File: config.mk
export PLATFORM = sky130hd
export DESIGN_NAME = pfd_cp_ctrl
export DESIGN_NICKNAME = d
export VERILOG_FILES = /design/src/rtl/pfd_pkg.sv /design/src/rtl/pfd_tristate.sv /design/src/rtl/pfd_width_meter.sv /design/src/rtl/pfd_lock_det.sv /design/src/rtl/pfd_turbo_arm.sv /design/src/rtl/pfd_cp_ctrl.sv
export SDC_FILE = /design/constraint.sdc
export NUM_CORES = 1
export LEC_CHECK = 0
export ABC_AREA = 1
export BUFFER_PORTS_ARGS = -buffer_cell sky130_fd_sc_hd__buf_2
export CAP_MARGIN = 15
export CORE_MARGIN = 10
export CORE_UTILIZATION = 50
export CTS_CLUSTER_DIAMETER = 80
export DETAILED_ROUTE_END_ITERATION = 7
export PLACE_DENSITY_LB_ADDON = 0.08
export SLEW_MARGIN = 15
export SYNTH_ARGS = -nofsm -noshare
export SYNTH_HDL_FRONTEND = slang
export SYNTH_SLANG_ARGS = --single-unit
File: constraint.sdc
create_clock -name clk -period 1.6 [get_ports clk]
set_input_delay 0.32 -clock clk [delete_from_list [all_inputs] [get_ports clk]]
set_output_delay 0.32 -clock clk [all_outputs]
set_load 0.01 [all_outputs]
File: src/rtl/pfd_pkg.sv
package pfd_pkg;
  localparam int CUR_W = 3;
  typedef enum logic [CUR_W-1:0] {
    CUR_150UA = 3'd0,
    CUR_210UA = 3'd1,
    CUR_300UA = 3'd2,
    CUR_425UA = 3'd3,
    CUR_TURBO = 3'd4
  } cur_sel_e;
endpackage

File: src/rtl/pfd_tristate.sv
module pfd_tristate (
  input  logic clk,
  input  logic rst_n,
  input  logic ref_edge,
  input  logic vco_edge,
  output logic up,
  output logic dn
);
  always_ff @(posedge clk) begin
    if (!rst_n) begin
      up <= 1'b0;
      dn <= 1'b0;
    end else if (up && dn) begin
      // reset pulse: clear both, keep any edge landing now
      up <= ref_edge;
      dn <= vco_edge;
    end else begin
      up <= up | ref_edge;
      dn <= dn | vco_edge;
    end
  end
endmodule

File: src/rtl/pfd_width_meter.sv
module pfd_width_meter #(
  parameter int WW = 8
) (
  input  logic          clk,
  input  logic          rst_n,
  input  logic          up,
  input  logic          dn,
  input  logic [WW-1:0] lock_thr,
  output logic          evt,
  output logic          good
);
  localparam logic [WW-1:0] WMAX = {WW{1'b1}};
  logic [WW-1:0] wcnt;

  assign evt  = up & dn;
  assign good = (wcnt < lock_thr);

  always_ff @(posedge clk) begin
    if (!rst_n) begin
      wcnt <= '0;
    end else if (evt) begin
      wcnt <= '0;
    end else if ((up ^ dn) && (wcnt != WMAX)) begin
      wcnt <= wcnt + 1'b1;
    end
  end
endmodule

File: src/rtl/pfd_lock_det.sv
module pfd_lock_det #(
  parameter int LOCK_N   = 8,
  parameter int UNLOCK_N = 2
) (
  input  logic clk,
  input  logic rst_n,
  input  logic evt,
  input  logic good,
  input  logic div_wr,
  output logic lock
);
  localparam int GW = $clog2(LOCK_N + 1);
  localparam int BW = $clog2(UNLOCK_N + 1);
  localparam logic [GW-1:0] GLAST = GW'(LOCK_N - 1);
  localparam logic [BW-1:0] BLAST = BW'(UNLOCK_N - 1);

  logic [GW-1:0] good_cnt;
  logic [BW-1:0] bad_cnt;

  always_ff @(posedge clk) begin
    if (!rst_n || div_wr) begin
      lock     <= 1'b0;
      good_cnt <= '0;
      bad_cnt  <= '0;
    end else if (evt) begin
      if (good) begin
        bad_cnt <= '0;
        if (!lock) begin
          if (good_cnt == GLAST) begin
            lock     <= 1'b1;
            good_cnt <= '0;
          end else begin
            good_cnt <= good_cnt + 1'b1;
          end
        end
      end else begin
        good_cnt <= '0;
        if (lock) begin
          if (bad_cnt == BLAST) begin
            lock    <= 1'b0;
            bad_cnt <= '0;
          end else begin
            bad_cnt <= bad_cnt + 1'b1;
          end
        end
      end
    end
  end
endmodule

File: src/rtl/pfd_turbo_arm.sv
module pfd_turbo_arm (
  input  logic clk,
  input  logic rst_n,
  input  logic lock,
  input  logic div_wr,
  input  logic turbo_wr,
  input  logic turbo_en,
  output logic armed
);
  logic lock_q;

  always_ff @(posedge clk) begin
    if (!rst_n) begin
      armed  <= 1'b1;
      lock_q <= 1'b0;
    end else begin
      lock_q <= lock;
      if (turbo_wr)
        armed <= turbo_en;
      else if (div_wr)
        armed <= 1'b1;
      else if (lock && !lock_q)
        armed <= 1'b0;
    end
  end
endmodule

File: src/rtl/pfd_cp_ctrl.sv
module pfd_cp_ctrl #(
  parameter int WW       = 8,
  parameter int LOCK_N   = 8,
  parameter int UNLOCK_N = 2
) (
  input  logic          clk,
  input  logic          rst_n,
  input  logic          ref_edge,
  input  logic          vco_edge,
  input  logic          pol,
  input  logic          turbo_en,
  input  logic          turbo_wr,
  input  logic          div_wr,
  input  logic [1:0]    cp_code,
  input  logic [WW-1:0] lock_thr,
  output logic          pump_src,
  output logic          pump_snk,
  output logic          lock,
  output logic [2:0]    cur_sel
);
  import pfd_pkg::*;

  logic up, dn, evt, good, armed;
  cur_sel_e sel;

  pfd_tristate u_det (
    .clk(clk), .rst_n(rst_n), .ref_edge(ref_edge), .vco_edge(vco_edge),
    .up(up), .dn(dn)
  );

  pfd_width_meter #(.WW(WW)) u_width (
    .clk(clk), .rst_n(rst_n), .up(up), .dn(dn), .lock_thr(lock_thr),
    .evt(evt), .good(good)
  );

  pfd_lock_det #(.LOCK_N(LOCK_N), .UNLOCK_N(UNLOCK_N)) u_lock (
    .clk(clk), .rst_n(rst_n), .evt(evt), .good(good), .div_wr(div_wr),
    .lock(lock)
  );

  pfd_turbo_arm u_turbo (
    .clk(clk), .rst_n(rst_n), .lock(lock), .div_wr(div_wr),
    .turbo_wr(turbo_wr), .turbo_en(turbo_en), .armed(armed)
  );

  assign pump_src = pol ? up : dn;
  assign pump_snk = pol ? dn : up;

  always_comb begin
    if (armed && !lock) sel = CUR_TURBO;
    else                sel = cur_sel_e'({1'b0, cp_code});
  end
  assign cur_sel = sel;
endmodule

==> impl.org, run 1 <==
** Detailed routing
- For this block, the initial DRC count from the detailed router was 52.
- Per-cell routed wire length :: 11.1 microns
- First drt pass iteration count :: 4
- In the routed design, unresolved DRC markers number 0.
- Dividing the detail-routed via count by the number of cells gives 4.78.
- In this run the remaining antenna-violating nets after routing total 0.
- Total detailed-routing wirelength :: 2570 microns
- The routed layout has 1104 vias.

** Critical path
- The endpoint identified for the worst register-to-register timing path is u_lock.good_cnt[2].
- The critical path in this run is classified as reg -> reg.
- The critical path ends at u_lock.good_cnt[2].
- Traced cell by cell, the critical path runs through ha_1 -> nand2_2 -> a21oi_4 -> nor3_4 -> nand3_2 -> nand2_4 -> inv_2 -> nor2_1 -> nor2_1.
- At the worst endpoint, the required time is 1.81 ns.
- On the worst path, the slowest cell contributes a delay of 0.34 ns.
- Origin of the worst setup path :: u_width.wcnt[6]
- In this run the worst path has a maximum fanout of 5.
- STA classifies the critical path endpoint as a flip-flop.
- STA classifies the critical path startpoint as a flip-flop.
- In this run the critical register-to-register path is launched from u_width.wcnt[6].
- Depth of the critical timing path with buffers and inverters included :: 9
- Among cell families on the critical path, the largest total delay comes from simple AND/OR/NAND/NOR gates.
- Critical Path Slowest Stage Cell :: dfxtp_2
- Number of cells on the worst reg-to-reg path :: 9
- The cell that appears most often on the critical path is nor2_1.
- For flop-to-flop paths, the worst setup slack is 0.1 ns.
- At the worst endpoint, the arrival time is 1.71 ns.
- Counting both buffers and inverters, the worst setup path holds a total of 1.

** Die
- Die extent in y :: 68.5 microns
- Die area :: 4690 sq um
- After floorplanning, the core was sized to cover 2230 sq um.
- The initial utilization of the core area, before any placement, comes to 52.6%.
- The die is 68.5 microns wide.
- Core Rows :: 17
- 24 I/O pins were placed.

** Global route
- Entering global routing, the biggest net connects 12 pins.
- The via count of the first global-routing pass was 1048.
- Across every metal layer, demand over resource in global routing totals 11.5%.
- First-pass GRT wire length :: 4280 microns
- The initial antenna violation count is 0.
- For this run the aggregate overflow at the end of global routing stands at 0.

** Synth
- Synthesis handed over a netlist of 170 instances.
- Top area cells in the synthesized netlist :: dfxtp_1, nand2_1, ha_1
- Synth top area share :: 32.4%
- The synthesized netlist devotes 11.4% of its cell area to compound gates.
- Post-synthesis sequential area ratio :: 32.4%
- Share of flip-flops with an asynchronous set or reset :: 0%
- Yosys instantiated no cell more often than nand2_1.
- The mapped netlist covers 1170 sq um.
- Main combinational cell family by area after synthesis :: simple AND/OR/NAND/NOR gates
- Number of enable flip-flop cells after synthesis :: 0
- Post-synthesis simple-gate area fraction :: 30.4%
- Share of synthesized area spent on multiplexers :: 0%
- Number of synthesized register bits :: 19
- Most instantiated cells after synthesis :: nand2_1, inv_1, dfxtp_1, nor2_1, a21oi_1
- The Yosys step of the flow raised 0 warnings.
- The synthesized netlist devotes 10.6% of its cell area to adder and majority cells.
- The number of different library cells used by synthesis comes to 23.
- dfxtp_1 takes more of the synthesized area than any other cell.
- Synthesized Nets :: 198
- In the synthesized netlist the dominant register cell turns out to be dfxtp_1.
- After synthesis, the mean cell area works out to 6.91 sq um.
- Xor and xnor area share after synthesis :: 4.47%

** Final layout
- Area grow syn2layout :: 25.2%
- Final cell count without fillers :: 231
- Number of filler instances in the final layout :: 209
- Core occupancy in the finished layout :: 65.9%
- At the end of the flow, the number of nets in the layout was 232.
- Layout cell share with drive strength beyond 1 :: 30.5%
- Antenna cells :: 0

** Status
- The run finished with clean final reports.

** Pwr
- Per report_power, the clock group accounts for 26.4% of the total.
- Internal power consumption :: 659 uW
- Part of the total power dissipated in sequential elements :: 54.2%
- Summed over all cells, the static leakage comes to 0.000715 uW.
- IR analysis of the VDD net gives a maximum drop of 0.574 mV.
- Net switching power figure :: 281 uW
- Power density of the placed cells :: 639 nW/um^2
- Switching power as a share of total power :: 29.9%
- In this run, the combinational gates consume 19.4% of the power.
- Total power after layout :: 941 uW

** STA
- Setup repair after global routing could not meet its margin everywhere.
- The number of pins exceeding their max-slew limit in the final report came to 0.
- Based on the critical path, the design can be clocked at up to 665 MHz.
- Final Hold Violating Endpoints :: 0
- At the pin with the least slew margin, the transition time is 0.399 ns.
- Setup violations remaining at the end of the flow were counted as 0.
- The smallest clock period supported by the final layout is computed as 1.50 ns.
- Once routing completed, OpenROAD measured the worst setup slack at 0.0961 ns.
- Setup Total Neg Slack :: 0 ns
- Max-slew headroom :: 73.3%
- For the final database, setup skew stands at 0.00618 ns.
- Period utilization :: 94.0%

** Run
- Max-cap violations in this run came to 0.

** Hold path
- Worst Hold Launch :: turbo_wr
- The path class of the tightest hold or removal check is in -> reg.

** Clock tree
- Clock Latency Late Sink :: 0.30 ns
- TritonCTS buffer count :: 3
- In this run the clock root is driven by a clkbuf_4.
- Clock sinks :: 19
- Deepest level of the CTS H-tree :: 1
- Max Root-Sink Buffers :: 2
- TritonCTS built the clock tree.
- Clock-pin slew was measured on the worst setup and hold paths at 0.12 ns.

** Placed design
- Input and output buffers added on the ports amount to 23.
- Final weighted congestion of routability-driven global placement :: 0.771
- Number of cells after detailed placement :: 226
- Pre-CTS setup slack :: -0.0678 ns
- The HPWL after detailed placement is 2040 microns.
## registers in the layout (all words and copies together) (netlist names)
signal	count
u_det.dn	1
u_det.up	1
u_lock.bad_cnt	2
u_lock.good_cnt	4
u_lock.lock	1
u_turbo.armed	1
u_turbo.lock_q	1
u_width.wcnt	8
## through the flow
step | hold WS (ns) | area, sq um
6_report | 0.212 | 1470
5_1_grt | 0.209 | 1470
4_1_cts | 0.208 | 1390
3_5_place_dp | 0.429 | 1360
3_3_place_gp | 0.419 | 1360
2_1_floorplan | 0.405 | 1170
## cell type report
class,count,area [sq um],area share [%]
clock buffers,3,22.5,1.53
clock inverters,1,5.00,0.340
inverters,33,126,8.59
multi-input cells,118,736,50.0
flip-flops and latches,19,387,26.3
well taps,28,35.0,2.38
repair buffers,29,160,10.9
## how the worst min path moves through the flow
stage                              endpoint  slack [ns]  cells after the start
after CTS                          u_det.up        0.21                      3
after global placement    u_lock.bad_cnt[1]        0.42                      2
after detailed placement  u_lock.bad_cnt[1]        0.43                      2
after floorplan           u_lock.bad_cnt[1]        0.41                      2
final                         u_turbo.armed        0.21                      2
after global routing               u_det.up        0.21                      3
## cell families after synthesis
group / after synthesis
compound gates: 25
buf+inv: 33
xor+xnor: 6
flops: 19
fa+ha+maj: 10
simple gates: 77
## layer usage
layer | global-route usage, % | up-vias | part of all wire (%)
met5 | 0 | - | 0
met4 | 3.77 | 0 | 1.1
met3 | 2.94 | 4 | 4.4
met2 | 18.8 | 17 | 46
met1 | 14.3 | 481 | 48
li1 | - | 602 | -
## power by group through the flow
stage                     clock (uW)  sequential, uW  combinational, uW
after floorplan                    0             512                119
after global placement             0             514                169
after detailed placement           0             516                174
after CTS                        260             506                175
after global routing             278             513                209
final                            249             510                182
## repair_timing
item | in CTS | in global routing
gates resized for setup | 0 | 16
setup endpoints to repair | 0 | 7
buffers inserted | 0 | 1
hold buffers | 0 | 0
## cell usage in the layout, fill, tap and decap left out, drive strengths merged, types with 2 or more instances in the layout
cell type / Yosys / final
xnor2: 2 / 2
ha: 10 / 10
inv: 33 / 33
nand2: 44 / 44
nor2: 19 / 19
a21oi: 13 / 13
xor2: 4 / 4
dfxtp: 19 / 19
o21bai: 2 / 2
clkbuf: 0 / 3
buf: 0 / 29
nor3: 2 / 2
nand3: 10 / 10
o21ai: 8 / 8
nand4: 2 / 2
(Power assumes the default switching activity.)
==> run 2, diff against run 1 <==
Settings changed: CORE_ASPECT_RATIO set to 2, CORE_UTILIZATION 50 to 30.
==> run 2 against run 1 <==
  * Via count rose by 3.3%
  * Count of clock-buffer cells in the layout stayed put
  * Sequential cell count is the same
  * Sequential share of layout area fell by 0.93 points
  * Total power grew 10%
  * Critical path type unchanged
  * Critical endpoint is now u_lock.good_cnt[1]
==> impl.org, run 2 (synthesis results as in run 1) <==
** Clock tree
- The count of hold-fix buffers inserted at cts is 0 (unchanged).
- The TritonCTS clock tree is done (unchanged).
- The clock sink count was 19 (unchanged).
- The cell chosen for the clock root is clkbuf_8 (was clkbuf_4).
- The level count of the clock H-tree was 1 (unchanged).
- The clock slew at the register clock pins of the worst setup and hold paths came to 0.08 ns (was 0.12 ns).
- The maximum buffer depth of the clock tree came to 2 (unchanged).
- Clock Latency Late Sink :: 0.26 ns (was 0.30 ns)
- The total clock buffers created by CTS is 3 (unchanged).

** Critical path
- Worst Setup Path Type :: reg -> reg (unchanged)
- Kind of start point of the critical path :: flip-flop (unchanged)
- Cell chain of the critical path :: ha_1 -> nand2_2 -> a21oi_2 -> nor3_4 -> nand3_2 -> nand2_4 -> inv_2 -> nor2_2 -> nor2_1 (was ha_1 -> nand2_2 -> a21oi_4 -> nor3_4 -> nand3_2 -> nand2_4 -> inv_2 -> nor2_1 -> nor2_1)
- The largest fanout on the critical path is 5 (unchanged).
- The critical path required time came to 1.76 ns (was 1.81 ns).
- The arrival time reported for the critical path endpoint came to 1.64 ns (was 1.71 ns).
- Crit-path max cell delay :: 0.32 ns (was 0.34 ns)
- Critical Path Slowest Stage Cell :: dfxtp_1 (was dfxtp_2)
- The capturing element type of the critical path is a flip-flop (unchanged).

** STA
- RSZ-0062 raised after global routing :: false (was true)
- Final worst setup slack :: 0.116 ns (was 0.0961 ns)
- The number of hold-slack violations in the final timing report is 0 (unchanged).
- Final number of max-transition violations :: 0 (unchanged)
- Period utilization :: 92.7% (was 94.0%)
- The final worst clock skew came to 0.00210 ns (was 0.00618 ns).
- Max-slew headroom :: 72.1% (was 73.3%)
- The fmax came to 674 MHz (was 665 MHz).
- Final period demand of the worst path :: 1.48 ns (was 1.50 ns)
- Final setup viols :: 0 (unchanged)
- Worst hold slack after final layout :: 0.275 ns (was 0.212 ns)
- Slew at the pin closest to its max-slew limit :: 0.417 ns (was 0.399 ns)

** Detailed routing
- The first-iteration detailed-routing DRC count came to 24 (was 52).
- The routed wire length per instance is 11.1 microns (about the same).
- The first-pass iteration count of the detailed router came to 4 (unchanged).
- Final routed DRC violation total :: 0 (unchanged)
- Residual antenna-violating net count after detailed routing :: 0 (unchanged)
- The via density per instance is 4.44 (was 4.78).
- Vias after detailed routing :: 1140 (was 1104)
- The routed wire length is 2860 microns (was 2570 microns).

** Hold path
- Worst min path class :: in -> reg (unchanged)

** Global route
- The overall routing resource usage came to 8.38% (was 11.5%).
- Maximum number of pins on one net before global-route repair :: 12 (unchanged)
- Initial antenna violation count :: 0 (unchanged)
- Remaining Overflow, GRT :: 0 (unchanged)
- Number of global-route vias before repair :: 1184 (was 1048)
- The wire length of the first global-routing pass was 4770 microns (was 4280 microns).

** Die
- The number of top-level pins came to 24 (unchanged).
- The die area came to 6970 sq um (was 4690 sq um).
- The area of the core came to 3800 sq um (was 2230 sq um).
- Core Rows :: 32 (was 17)
- The height of the die was 109 microns (was 68.5 microns).
- The effective utilization at floorplan was 30.9% (was 52.6%).
- The die extent in x was 64.3 microns (was 68.5 microns).

** Final layout
- The antenna diode instance count was 0 (unchanged).
- The final cell utilization of the core was 40.0% (was 65.9%).
- Highest-count cells in the layout ignoring fill and taps :: nand2_1, inv_1, buf_2, nor2_1, dfxtp_1 (unchanged)
- The fraction of layout instances using a drive strength above 1 was 30.6% (was 30.5%).
- Largest regs :: u_width.wcnt (8), u_lock.good_cnt (4), u_lock.bad_cnt (2) (unchanged)
- Most common cell after layout, fill and taps aside :: nand2_1 (unchanged)
- The final design instance area without fill is 1520 sq um (was 1470 sq um).
- The register name with the most flops is u_width.wcnt (unchanged).
- Area grow syn2layout :: 29.4% (was 25.2%)
- The number of flip-flops in the largest register was 8 (unchanged).
- The final net count is 235 (was 232).

** Placed design
- The number of buffer cells added on primary ports is 23 (unchanged).
- The pre-CTS worst setup slack is -0.121 ns (was -0.0678 ns).
- Final weighted congestion of routability-driven global placement :: 0.788 (was 0.771)
- The placed instance area came to 1410 sq um (was 1360 sq um).
- The post-DP HPWL is 2360 microns (was 2040 microns).

** Pwr
- The power density of the placed cells came to 682 nW/um^2 (was 639 nW/um^2).
- Net switching power figure :: 293 uW (was 281 uW)
- Worst vdd rail ir drop :: 0.449 mV (was 0.574 mV)
- Clock share of power :: 32.9% (was 26.4%)
- Internal power consumption :: 744 uW (was 659 uW)
- The switching share of total power was 28.3% (was 29.9%).
- The combinational share of power came to 18.4% (was 19.4%).
- The sequential share of power is 48.7% (was 54.2%).
- The leakage power of the design came to 0.000740 uW (was 0.000715 uW).

** Status
- Status: finished clean (unchanged).

** Run
- Count of maximum capacitance violations :: 0 (unchanged)
==> run 2: path summary, 6_finish.rpt <==
path                          start  depth (start not counted)  slack (ns)            endpoint
hold / removal             turbo_wr                          2        0.28       u_turbo.armed
setup / recovery    u_width.wcnt[6]                          9        0.12  u_lock.good_cnt[1]
setup reg to reg    u_width.wcnt[6]                          9        0.12  u_lock.good_cnt[1]
hold reg to reg   u_lock.bad_cnt[1]                          2        0.44   u_lock.bad_cnt[1]
==> run 2: timing repair <==
item / CTS / global route
hold endpoints to repair: 0 / 0
setup endpoints to repair: 0 / 6
gates resized for setup: 0 / 12
buffers inserted: 0 / 1
==> run 2: power groups by stage <==
| stage | Sequential [uW] | Combinational [uW] | Clock, uW |
|---|---|---|---|
| 3_5_place_dp | 516 | 189 | 0 |
| 5_1_grt | 508 | 224 | 373 |
| 6_report | 505 | 191 | 341 |
| 3_3_place_gp | 515 | 185 | 0 |
| 2_1_floorplan | 512 | 119 | 0 |
| 4_1_cts | 504 | 190 | 359 |
==> run 2: per-stage QoR <==
stage / cells / total power, uW / setup TNS [ns]
5_1_grt: 257 / 1100 / 0
4_1_cts: 256 / 1050 / 0
3_3_place_gp: 252 / 700 / -0.234
2_1_floorplan: 170 / 632 / 0
6_report: 257 / 1040 / 0
3_5_place_dp: 252 / 705 / -0.540
==> run 2: final cells by class <==
class	instances	area [sq um]
Multi-Input combinational cell	118	716
Clock buffer	3	41.3
Clock inverter	1	5.00
Inverter	33	126
Sequential cell	19	385
Timing Repair Buffer	32	183
Tap cell	51	63.8
Fill cell	428	2280
==> run 2: critical path, delay by kind of cell, from the launching register on <==
kind / cells / cell delay, ns
simple gates: 6 / 0.69
flops: 1 / 0.32
buf+inv: 1 / 0.04
fa+ha+maj: 1 / 0.28
compound gates: 1 / 0.05
==> run 2: metal layers <==
metal  share of wire (%)  global-route usage [%]  up-vias  wire (microns)
met5                   0                       0        -               0
met4                 1.8                    4.77        0              51
met3                 2.4                    1.87        4              68
met2                  61                    17.4       10            1750
met1                  35                    6.64      520             987
li1                    -                       -      606               -
==> run 3, diff against run 2 <==
Settings changed: GPL_TIMING_DRIVEN set to 0.
==> run 3 against run 2 <==
  * Global-route usage is 0.14 points lower
  * Critical path depth unchanged
  * Via count shrank 2.4%
  * Count of clock-buffer cells in the layout is the same
  * Highest routed layer unchanged
  * Cell count shrank 1.9%
  * Non-clock buffer count decreased by 5
  * Utilization grew 0.16 points
  * Total power grew 0.64%
  * Worst setup slack got worse by 0.0068 ns
==> impl.org, run 3 (synthesis results as in run 1) <==
** Detailed routing
- The remaining antenna violation count after routing came to 0 (unchanged).
- Final routed DRC violation total :: 0 (unchanged)
- Vias after detailed routing :: 1113 (was 1140)
- The first-pass iteration count of the detailed router is 4 (unchanged).
- Starting DRC count in detailed routing :: 23 (was 24)
- Detailed-route vias per instance :: 4.42 (was 4.44)
- The routed wire length came to 2790 microns (was 2860 microns).
- The routed wire length per instance is 11.1 microns (about the same).

** Critical path
- Reg-to-reg setup timing slack :: 0.11 ns (was 0.12 ns)
- CP delay by family, top :: simple AND/OR/NAND/NOR gates (unchanged)
- Crit-path max cell delay :: 0.39 ns (was 0.32 ns)
- The capturing element type of the critical path is a flip-flop (unchanged).
- The beginning of the worst register-to-register path was u_width.wcnt[5] (was u_width.wcnt[6]).
- The endpoint of the worst register-to-register path is u_lock.bad_cnt[0] (was u_lock.good_cnt[1]).
- The category of the most critical setup path is reg -> reg (unchanged).
- Critical Path Slowest Stage Cell :: dfxtp_2 (was dfxtp_1)
- CP Buf/Inv Count :: 0 (was 1)
- Maximum fanout encountered on the critical timing path :: 5 (unchanged)
- The critical path required time came to 1.75 ns (was 1.76 ns).
- Kind of start point of the critical path :: flip-flop (unchanged)
- The arrival time reported for the critical path endpoint came to 1.65 ns (was 1.64 ns).
- Cell chain of the critical path: ha_4 -> nand2_2 -> a21oi_2 -> nor3_4 -> nand2_2 -> nand2_1 -> nand3_1 -> nand2_1 -> nor2_1 (was ha_1 -> nand2_2 -> a21oi_2 -> nor3_4 -> nand3_2 -> nand2_4 -> inv_2 -> nor2_2 -> nor2_1).
- Number of cells on the worst reg-to-reg path :: 9 (unchanged)

** Run
- Count of maximum capacitance violations :: 0 (unchanged)

** STA
- The number of pins exceeding their max-slew limit in the final report is 0 (unchanged).
- Final Hold Violating Endpoints :: 0 (unchanged)
- The smallest setup slack after layout was 0.109 ns (was 0.116 ns).
- The final worst clock skew is 0.00136 ns (was 0.00210 ns).
- The final critical delay including setup and external delays came to 1.49 ns (was 1.48 ns).
- The final hold slack is 0.264 ns (was 0.275 ns).
- The headroom to the max-slew limit came to 73.0% (was 72.1%).
- The worst-margin pin slew came to 0.404 ns (was 0.417 ns).
- Final setup viols :: 0 (unchanged)
- RSZ-0062 raised after global routing :: false (unchanged)
- Max frequency :: 671 MHz (was 674 MHz)
- Period utilization :: 93.2% (was 92.7%)

** Final layout
- Highest-count cells in the layout ignoring fill and taps: nand2_1, inv_1, buf_2, nor2_1 (was nand2_1, inv_1, buf_2, nor2_1, dfxtp_1).
- Layout cell share with drive strength beyond 1 :: 33.8% (was 30.6%)
- The final-layout fill cell count is 421 (was 428).
- The register name with the most flops was u_width.wcnt (unchanged).
- The number of flip-flops in the largest register was 8 (unchanged).
- The multi-input gate area in the final layout was 752 sq um (was 716 sq um).
- The area added between synthesis and finish came to 29.9% (was 29.4%).
- Largest regs: u_width.wcnt (8), u_lock.good_cnt (4), u_lock.bad_cnt (2) (unchanged).
- The commonest non-fill, non-tap cell in the layout is nand2_1 (unchanged).
- The final cell utilization of the core was 40.1% (was 40.0%).
- Final cell count without fillers :: 252 (was 257)
- The footprint of the flip-flops and latches came to 393 sq um (was 385 sq um).
- The antenna diode instance count was 0 (unchanged).
- Nets@finish :: 230 (was 235)

** Clock tree
- The cell chosen for the clock root is clkbuf_8 (unchanged).
- The clock latency on the worst-skew pair is 0.25 ns (was 0.26 ns).
- Clock sinks :: 19 (unchanged)
- The total clock buffers created by CTS came to 3 (unchanged).
- Clock tree from TritonCTS :: done (unchanged)
- The clock slew at the register clock pins of the worst setup and hold paths is 0.08 ns (about the same).
- Max Root-Sink Buffers :: 2 (unchanged)
- The level count of the clock H-tree came to 1 (unchanged).

** Pwr
- The internal cell power is 747 uW (was 744 uW).
- The share of total power in the clock network is 32.7% (was 32.9%).
- Part of the total power dissipated in sequential elements :: 48.4% (was 48.7%)
- Worst vdd rail ir drop :: 0.391 mV (was 0.449 mV)
- The switching share of total power was 28.4% (was 28.3%).
- Net switching power figure :: 297 uW (was 293 uW)
- The power density of the placed cells came to 684 nW/um^2 (was 682 nW/um^2).
- The combinational share of power was 18.9% (was 18.4%).
- Leakage power :: 0.000711 uW (was 0.000740 uW)

** Global route
- The largest net degree at the start of global routing was 12 (unchanged).
- The routing usage on met3 is 1.35% (was 1.87%).
- The wire length of the first global-routing pass is 4810 microns (was 4770 microns).
- Initial antenna violation count :: 0 (unchanged)
- The via count of the first global-routing pass was 1216 (was 1184).
- Grt peak-use layer :: met2 (unchanged)
- Met2 Resource Use GR :: 16.8% (was 17.4%)
- Overall routing resource usage :: 8.24% (was 8.38%)
- Remaining Overflow, GRT :: 0 (unchanged)
- GR met1 Demand/Resource :: 6.89% (was 6.64%)

** Die
- Die area :: 6970 sq um (unchanged)
- DIE WIDTH :: 64.3 microns (unchanged)
- The count of standard-cell rows was 32 (unchanged).
- The area of the core came to 3800 sq um (unchanged).
- The number of top-level pins was 24 (unchanged).
- The height of the die is 109 microns (unchanged).
- The effective utilization at floorplan was 30.9% (unchanged).

** Placed design
- Estimated wirelength of the detail-placed design :: 2290 microns (was 2360 microns)
- The total instance count after detailed placement was 244 (was 252).
- Pre-CTS setup slack :: -0.0907 ns (was -0.121 ns)
- PortBufs :: 23 (unchanged)
- The weighted congestion at the end of routability-driven global placement is 0.776 (was 0.788).

** Hold path
- The classification of the worst-slack hold path is in -> reg (unchanged).
- The endpoint of the worst hold-timing path is u_det.dn (was u_turbo.armed).
- The worst hold path depth was 3 (was 2).
- Worst Hold Launch :: vco_edge (was turbo_wr)

** Status
- Status: finished clean (unchanged).
## run 3: changes by cell type in the layout (fill, tap and decap cells not counted), moves of 2 or more
cell,before,now
dfxtp_2,4,7
ha_1,8,5
buf_4,9,4
dfxtp_1,15,11
ha_4,2,4
## run 3: final cells by class
type | instances | share of cell area [%]
inverter | 33 | 8.28
timing repair buffer | 27 | 9.51
clock inverter | 1 | 0.328
multi-input combinational | 118 | 49.3
clock buffer | 3 | 2.70
sequential | 19 | 25.7
tap | 51 | 4.18
## run 3: worst register-to-register path: cells and delay by family, from the launching register on
family	cells	cell delay (ns)
AOI/OAI and AO/OA	1	0.07
adders and majority gates	1	0.22
and+or+nand+nor	7	0.72
DFF	1	0.39
## run 3: what timing repair did
item | CTS | global route
hold buffers | 0 | 0
hold endpoints to repair | 0 | 0
buffers inserted | 0 | 5
gates resized for setup | 1 | 22
pin swaps | 0 | 7
gates cloned | 0 | 0
setup endpoints to repair | 6 | 8
## run 3: worst max-delay path by stage
stage | startpoint | end | slack [ns] | depth (start not counted)
2_1_floorplan | lock_thr[7] | u_lock.good_cnt[1] | 0.12 | 10
3_3_place_gp | lock_thr[7] | u_lock.good_cnt[2] | -0.07 | 11
3_5_place_dp | lock_thr[7] | u_lock.bad_cnt[0] | -0.09 | 11
4_1_cts | u_width.wcnt[7] | u_lock.bad_cnt[0] | 0.004 | 8
5_1_grt | u_width.wcnt[7] | u_lock.bad_cnt[0] | 0.006 | 9
6_report | u_width.wcnt[5] | u_lock.bad_cnt[0] | 0.11 | 9
## run 3: routing by layer
| layer | vias to the layer above | wire length, microns |
|---|---|---|
| met3 | 4 | 60 |
| li1 | 595 | - |
| met1 | 506 | 968 |
| met5 | - | 0 |
| met4 | 0 | 51 |
| met2 | 8 | 1710 |
## run 3: power groups by stage
stage	Sequential (uW)	Combinational, uW	Clock, uW
after floorplan	512	119	0
after global placement	516	172	0
after detailed placement	517	177	0
after CTS	505	178	355
after global routing	508	229	376
final	505	197	341
## run 3: through the flow
step	cell area, sq um	power, uW	TNS [ns]
after global routing	1530	1110	0
after detailed placement	1350	694	-0.466
after CTS	1410	1040	0
after floorplan	1170	632	0
after global placement	1350	688	-0.319
final	1530	1040	0
